--- config.mk ---
export PLATFORM = sky130hd
export DESIGN_NAME = cfbc_bcast
export DESIGN_NICKNAME = d
export VERILOG_FILES = /design/src/rtl/cfbc_pkg.sv /design/src/rtl/cfbc_stage.sv /design/src/rtl/cfbc_fanout.sv /design/src/rtl/cfbc_err.sv /design/src/rtl/cfbc_bcast.sv
export SDC_FILE = /design/constraint.sdc
export NUM_CORES = 1
export LEC_CHECK = 0
export BUFFER_PORTS_ARGS = -buffer_cell sky130_fd_sc_hd__clkbuf_2
export CORE_ASPECT_RATIO = 0.7
export CORE_MARGIN = 2
export CORE_UTILIZATION = 52
export CTS_CLUSTER_DIAMETER = 80
export DETAILED_ROUTE_END_ITERATION = 10
export PLACE_DENSITY = 0.79
export SETUP_SLACK_MARGIN = 0.2
export SLEW_MARGIN = 10
export SYNTH_ARGS = -nofsm -noshare
export SYNTH_HDL_FRONTEND = slang
export SYNTH_SLANG_ARGS = --single-unit
--- constraint.sdc ---
create_clock -name clk -period 2.1 [get_ports clk]
set_clock_uncertainty 0.15 [all_clocks]
set_input_delay 0.21 -clock clk [delete_from_list [all_inputs] [get_ports clk]]
set_output_delay 0.21 -clock clk [all_outputs]
set_load 0.05 [all_outputs]
--- src/rtl/cfbc_pkg.sv ---
package cfbc_pkg;
  localparam int WORD_W        = 32;
  localparam int WORDS_PER_PKT = 4;
  localparam int RADDR_W       = 6;
  localparam int OFS_W         = 10;
  localparam int PKT_W         = WORD_W * WORDS_PER_PKT;
  localparam int IDX_W         = $clog2(WORDS_PER_PKT);
  localparam int STRB_W        = WORD_W / 8;

  typedef enum logic {
    WIN_REG  = 1'b0,
    WIN_DATA = 1'b1
  } win_e;

  typedef struct packed {
    logic [RADDR_W-1:0] raddr;
    logic [PKT_W-1:0]   data;
  } pkt_t;
endpackage

--- src/rtl/cfbc_stage.sv ---
module cfbc_stage
  import cfbc_pkg::*;
#(
  parameter logic [RADDR_W-1:0] DATA_RADDR = 6'd2
) (
  input  logic             clk,
  input  logic             rst_n,
  input  logic             acc_i,
  input  win_e             win_i,
  input  logic [OFS_W-1:2] ofs_i,
  input  logic [WORD_W-1:0] data_i,
  output logic             launch_o,
  output pkt_t             pkt_o
);
  localparam int LAST = WORDS_PER_PKT - 1;

  logic [IDX_W-1:0] idx;
  logic [PKT_W-1:0] lanes;

  assign idx = ofs_i[2 +: IDX_W];

  for (genvar g = 0; g < LAST; g++) begin : g_slot
    logic [WORD_W-1:0] held;
    always_ff @(posedge clk) begin
      if (!rst_n) held <= '0;
      else if (acc_i && idx == IDX_W'(g)) held <= data_i;
    end
    assign lanes[g*WORD_W +: WORD_W] = held;
  end

  // the final word passes straight through into the packet register
  assign lanes[LAST*WORD_W +: WORD_W] = data_i;

  assign launch_o    = acc_i && (idx == IDX_W'(LAST));
  assign pkt_o.data  = lanes;
  assign pkt_o.raddr = (win_i == WIN_DATA) ? DATA_RADDR : ofs_i[OFS_W-1 -: RADDR_W];

  AST_STAGE_KEEP: assert property (@(posedge clk) disable iff (!rst_n)
    !acc_i |=> $stable(lanes[LAST*WORD_W-1:0]));
endmodule

--- src/rtl/cfbc_fanout.sv ---
module cfbc_fanout
  import cfbc_pkg::*;
#(
  parameter int NT = 15
) (
  input  logic               clk,
  input  logic               rst_n,
  input  logic               launch_i,
  input  pkt_t               pkt_i,
  input  logic [NT-1:0]      present_i,
  input  logic [NT-1:0]      ready_i,
  output logic [NT-1:0]      valid_o,
  output logic [RADDR_W-1:0] raddr_o,
  output logic [PKT_W-1:0]   data_o,
  output logic               busy_o
);
  logic [NT-1:0] pend;
  pkt_t          hold;

  always_ff @(posedge clk) begin
    if (!rst_n) begin
      pend <= '0;
      hold <= '0;
    end else if (launch_i) begin
      pend <= present_i;
      hold <= pkt_i;
    end else begin
      pend <= pend & ~ready_i;
    end
  end

  assign valid_o = pend;
  assign raddr_o = hold.raddr;
  assign data_o  = hold.data;
  assign busy_o  = |pend;

  AST_SKIP_ABSENT: assert property (@(posedge clk) disable iff (!rst_n)
    launch_i |=> ((valid_o & ~$past(present_i)) == '0));
  AST_NO_NEW_VALID: assert property (@(posedge clk) disable iff (!rst_n)
    !launch_i |=> ((valid_o & ~$past(valid_o)) == '0));
  AST_HOLD_PAYLOAD: assert property (@(posedge clk) disable iff (!rst_n)
    (|(valid_o & ~ready_i)) |=> ($stable(data_o) && $stable(raddr_o)));
  AST_LAUNCH_IDLE: assert property (@(posedge clk) disable iff (!rst_n)
    launch_i |-> !busy_o);
endmodule

--- src/rtl/cfbc_err.sv ---
module cfbc_err (
  input  logic clk,
  input  logic rst_n,
  input  logic rd_i,
  input  logic bad_wr_i,
  output logic err_o
);
  always_ff @(posedge clk) begin
    if (!rst_n) err_o <= 1'b0;
    else        err_o <= rd_i | bad_wr_i;
  end

  AST_ERR_ON_READ: assert property (@(posedge clk) disable iff (!rst_n)
    rd_i |=> err_o);
  AST_ERR_ON_BAD: assert property (@(posedge clk) disable iff (!rst_n)
    bad_wr_i |=> err_o);
endmodule

--- src/rtl/cfbc_bcast.sv ---
module cfbc_bcast
  import cfbc_pkg::*;
#(
  parameter int                 NUM_TGT    = 15,
  parameter logic [RADDR_W-1:0] DATA_RADDR = 6'd2
) (
  input  logic               clk,
  input  logic               rst_n,
  input  logic               wr_valid,
  output logic               wr_ready,
  input  logic               wr_win,
  input  logic [OFS_W-1:0]   wr_addr,
  input  logic [WORD_W-1:0]  wr_data,
  input  logic [STRB_W-1:0]  wr_strb,
  input  logic               rd_valid,
  output logic [WORD_W-1:0]  rd_data,
  output logic               access_err,
  input  logic [NUM_TGT-1:0] tgt_present,
  output logic [NUM_TGT-1:0] pkt_valid,
  input  logic [NUM_TGT-1:0] pkt_ready,
  output logic [RADDR_W-1:0] pkt_addr,
  output logic [PKT_W-1:0]   pkt_data
);
  logic wr_fire, well_formed, acc, bad_wr, launch, busy;
  pkt_t pkt;

  assign wr_ready    = !busy;
  assign wr_fire     = wr_valid && wr_ready;
  assign well_formed = (wr_strb == '1) && (wr_addr[1:0] == 2'b00);
  assign acc         = wr_fire && well_formed;
  assign bad_wr      = wr_fire && !well_formed;
  assign rd_data     = '0;

  cfbc_stage #(.DATA_RADDR(DATA_RADDR)) i_stage (
    .clk      (clk),
    .rst_n    (rst_n),
    .acc_i    (acc),
    .win_i    (win_e'(wr_win)),
    .ofs_i    (wr_addr[OFS_W-1:2]),
    .data_i   (wr_data),
    .launch_o (launch),
    .pkt_o    (pkt)
  );

  cfbc_fanout #(.NT(NUM_TGT)) i_fanout (
    .clk       (clk),
    .rst_n     (rst_n),
    .launch_i  (launch),
    .pkt_i     (pkt),
    .present_i (tgt_present),
    .ready_i   (pkt_ready),
    .valid_o   (pkt_valid),
    .raddr_o   (pkt_addr),
    .data_o    (pkt_data),
    .busy_o    (busy)
  );

  cfbc_err i_err (
    .clk      (clk),
    .rst_n    (rst_n),
    .rd_i     (rd_valid),
    .bad_wr_i (bad_wr),
    .err_o    (access_err)
  );

  AST_BAD_NO_LAUNCH: assert property (@(posedge clk) disable iff (!rst_n)
    bad_wr |=> ((pkt_valid & ~$past(pkt_valid)) == '0));
  AST_STALL_HOLDS: assert property (@(posedge clk) disable iff (!rst_n)
    (|pkt_valid) |-> !wr_ready);
endmodule

==> key figures <==
GRT
  – All-layer global routing usage: 24.9%
  – Vias in the first global route: 7255
  – Number of antenna violations at the first check in global routing: 0
  – Maximum number of pins on one net before global-route repair: 82
  – First-pass GRT wire length: 37.5 mm
  – Remaining Overflow, GRT: 0

Floorplanning
  – Placeable Area: 17200 µm²
  – Die width: 163 µm
  – Rows: 40
  – Die Outline Area: 18700 µm²
  – Num ports: 264
  – Initial cell density of the core: 53.2%
  – Die height: 115 µm

Timing
  – Clock period minus final worst setup slack: 2.13 ns
  – Ratio of final minimum period to clock period: 101%
  – Number of endpoints with negative hold slack in the final report: 0
  – Final Slew Violations: 0
  – Sum of negative setup slack: -0.0263 ns
  – Post-route worst setup slack: -0.0263 ns
  – RSZ-0062 raised after global routing: yes
  – Max Clk Rate: 0.470 GHz
  – Setup violators final: 1

Route
  – Wirelength per Cell: 16.8 µm
  – Highest metal layer used by the detailed router: met4
  – Number of remaining DRC errors: 0
  – Number of DRC violations after detailed-routing iteration 0: 366
  – Antenna Violating Nets Remaining: 0
  – Final wirelength: 24.9 mm
  – Number of vias per cell after detailed routing: 5.05
  – Met2 WL: 11.6 mm
  – Number of vias after detailed routing: 7498
  – Met3 wirelength from detailed routing: 1.83 mm
  – Metal1 wirelength: 10.8 mm
  – Number of iterations in the first detailed-routing pass: 4

Yosys
  – Distinct cell type count after synthesis: 28
  – Synth Register Bits: 246
  – Average cell area after synthesis: 10.1 µm²
  – Ranking of synthesized cells by instance count: 282 x nand2_1, 246 x dfxtp_1, 229 x mux2i_1, 35 x clkbuf_1, 32 x buf_4
  – Area of the mapped netlist: 9160 µm²
  – Dominant cells by area after synthesis: dfxtp_1 54%, mux2i_1 25%, nand2_1 12%, buf_4 2.6%, clkbuf_1 1.4%
  – Async set-reset flop share out of synthesis: 0%
  – Portion of the post-synthesis area used by sequential elements: 53.8%
  – Instance count of the mapped netlist: 903
  – Number of warnings printed during yosys synthesis: 0
  – Fraction of synthesized cell area taken by the top area cell type: 53.8%
  – Most frequent cell after synthesis: nand2_1
  – Dominant cell type by area after synthesis: dfxtp_1
  – Number of flops mapped to enable cells by yosys: 0
  – Prevailing post-synth register cell: dfxtp_1

Power
  – Standby leakage power: 6.66 nW
  – Maximum resistive drop on vdd: 0.000431 V
  – Power Dens Cells: 722 nW/µm²

Clock network
  – Number of clock sinks: 246
  – Number of levels the H-tree was split into: 1
  – Clock buffer count from CTS: 23
  – Clock-pin transition on the worst setup and hold timing paths: 0.07 ns
  – Max clock buf depth: 3
  – Clock tree from TritonCTS: yes
  – Clock latency reported for the late side of the worst-skew pair: 0.49 ns
  – Cell at the root of the clock tree: clkbuf_16

Critical path
  – Arrival time of data at the critical path endpoint: 2.38 ns
  – Sort of element at the start of the critical path: flop
  – Type of the worst setup path: flop to flop
  – Worst endpoint required time: 2.36 ns
  – Maximum fanout count along the critical path: 21
  – Critical Path Sink Type: flop

Job
  – Number of maximum-capacitance constraint violations: 0

Run status
  – Failing checks: setup timing
  – Outcome: complete, but fails checks

Hold path
  – Worst Hold Class: input port to flop

Placed design
  – Detailed Place HPWL: 13.9 mm
  – Count of buffers from port buffering: 231
  – Gpl congestion: 0.736

Finish
  – Area growth, synth to finish: 38.8%
  – Core utilization of the finished layout: 73.8%
  – Final Net Count: 1319
  – Antenna cells: 0
  – Proportion of layout cells with a drive suffix above 1: 28.5%
-- placed cells by master (no fill, tap or decap), types with 3 or more instances in the layout --
cell type	n
conb_1	32
nand3b_1	15
o21ai_0	7
buf_6	8
dlygate4sd3_1	77
buf_12	15
mux2i_1	228
buf_4	29
dfxtp_4	11
dfxtp_1	231
dfxtp_2	4
clkbuf_8	8
clkinv_2	7
nand4_1	3
nand2_1	282
buf_16	6
o21ai_1	6
nor2b_1	3
clkbuf_1	3
clkbuf_16	29
clkbuf_2	229
-- layer usage --
layer  GRT usage (%)  vias up
li1                -     3632
met1            31.8     3558
met2            42.6      262
met3            6.28       46
met4            6.61        0
met5               0        -
-- where the power goes --
part	total (W)	switching [W]	internal (W)
logic	0.000543	0.000340	0.000203
clock network	0.00397	0.00171	0.00226
registers	0.00466	0.00000172	0.00465
total	0.00917	0.00205	0.00712
-- final cells by class --
class	instances	area [µm²]
Clock buffer	33	683
Clock inverter	8	43.8
Fill cell	1213	4510
Inverter	2	11.3
Multi-Input combinational cell	594	3860
Sequential cell	246	4970
Tap cell	231	289
Timing Repair Buffer	371	2850
-- what timing repair did --
item	in CTS	in global routing
pin swaps	5	5
cloned	5	9
gates resized for setup	15	22
endpoints found under the setup margin	204	246
endpoints found under the hold margin	150	0
hold buffers	77	0
setup buffers	7	10
-- cell families after synthesis --
family,after synthesis,share of synthesized area [%]
AOI/OAI and AO/OA,18,1.04
buffers and inverters,94,6.04
DFF,246,53.8
muxes,229,25.0
other,1,0.0409
and+or+nand+nor,315,14.1
-- worst max-delay path, cell delays in order (launching register included) --
cell	delay, ns
dfxtp_4	0.35
nor4_4	0.27
nand4_1	0.15
buf_4	0.18
clkinvlp_4	0.11
buf_6	0.11
nand3_4	0.09
buf_4	0.20
buf_16	0.18
mux2i_1	0.23
-- metrics by stage --
stage	setup slack [ns]	instance area, µm²	cells	total power, W	hold slack, ns
floorplan	0.0249	9560	934	0.00508	0.189
global placement	-0.0573	10600	1336	0.00517	0.281
detailed placement	-0.107	10600	1336	0.00517	0.290
CTS	0.0193	12400	1466	0.00920	0.0252
global route	-0.136	12700	1485	0.00946	0.0569
finish	-0.0263	12700	1485	0.00917	0.0386
-- state kept, by name, summed over array words and instances (netlist names) --
register	count
i_err.err_o	1
i_fanout.data_o	128
i_fanout.raddr_o	6
i_stage.g_slot.held	96
i_fanout.valid_o	15
-- worst paths after layout --
path	to	slack [ns]	start	depth (start not counted)
setup / recovery	i_fanout.data_o[69]	-0.03	i_fanout.valid_o[13]	9
hold / removal	i_fanout.raddr_o[1]	0.04	wr_valid	4
setup reg to reg	i_fanout.data_o[69]	-0.03	i_fanout.valid_o[13]	9
hold reg to reg	i_fanout.raddr_o[5]	0.31	i_fanout.raddr_o[5]	2
Power figures use the tool's default switching activity.
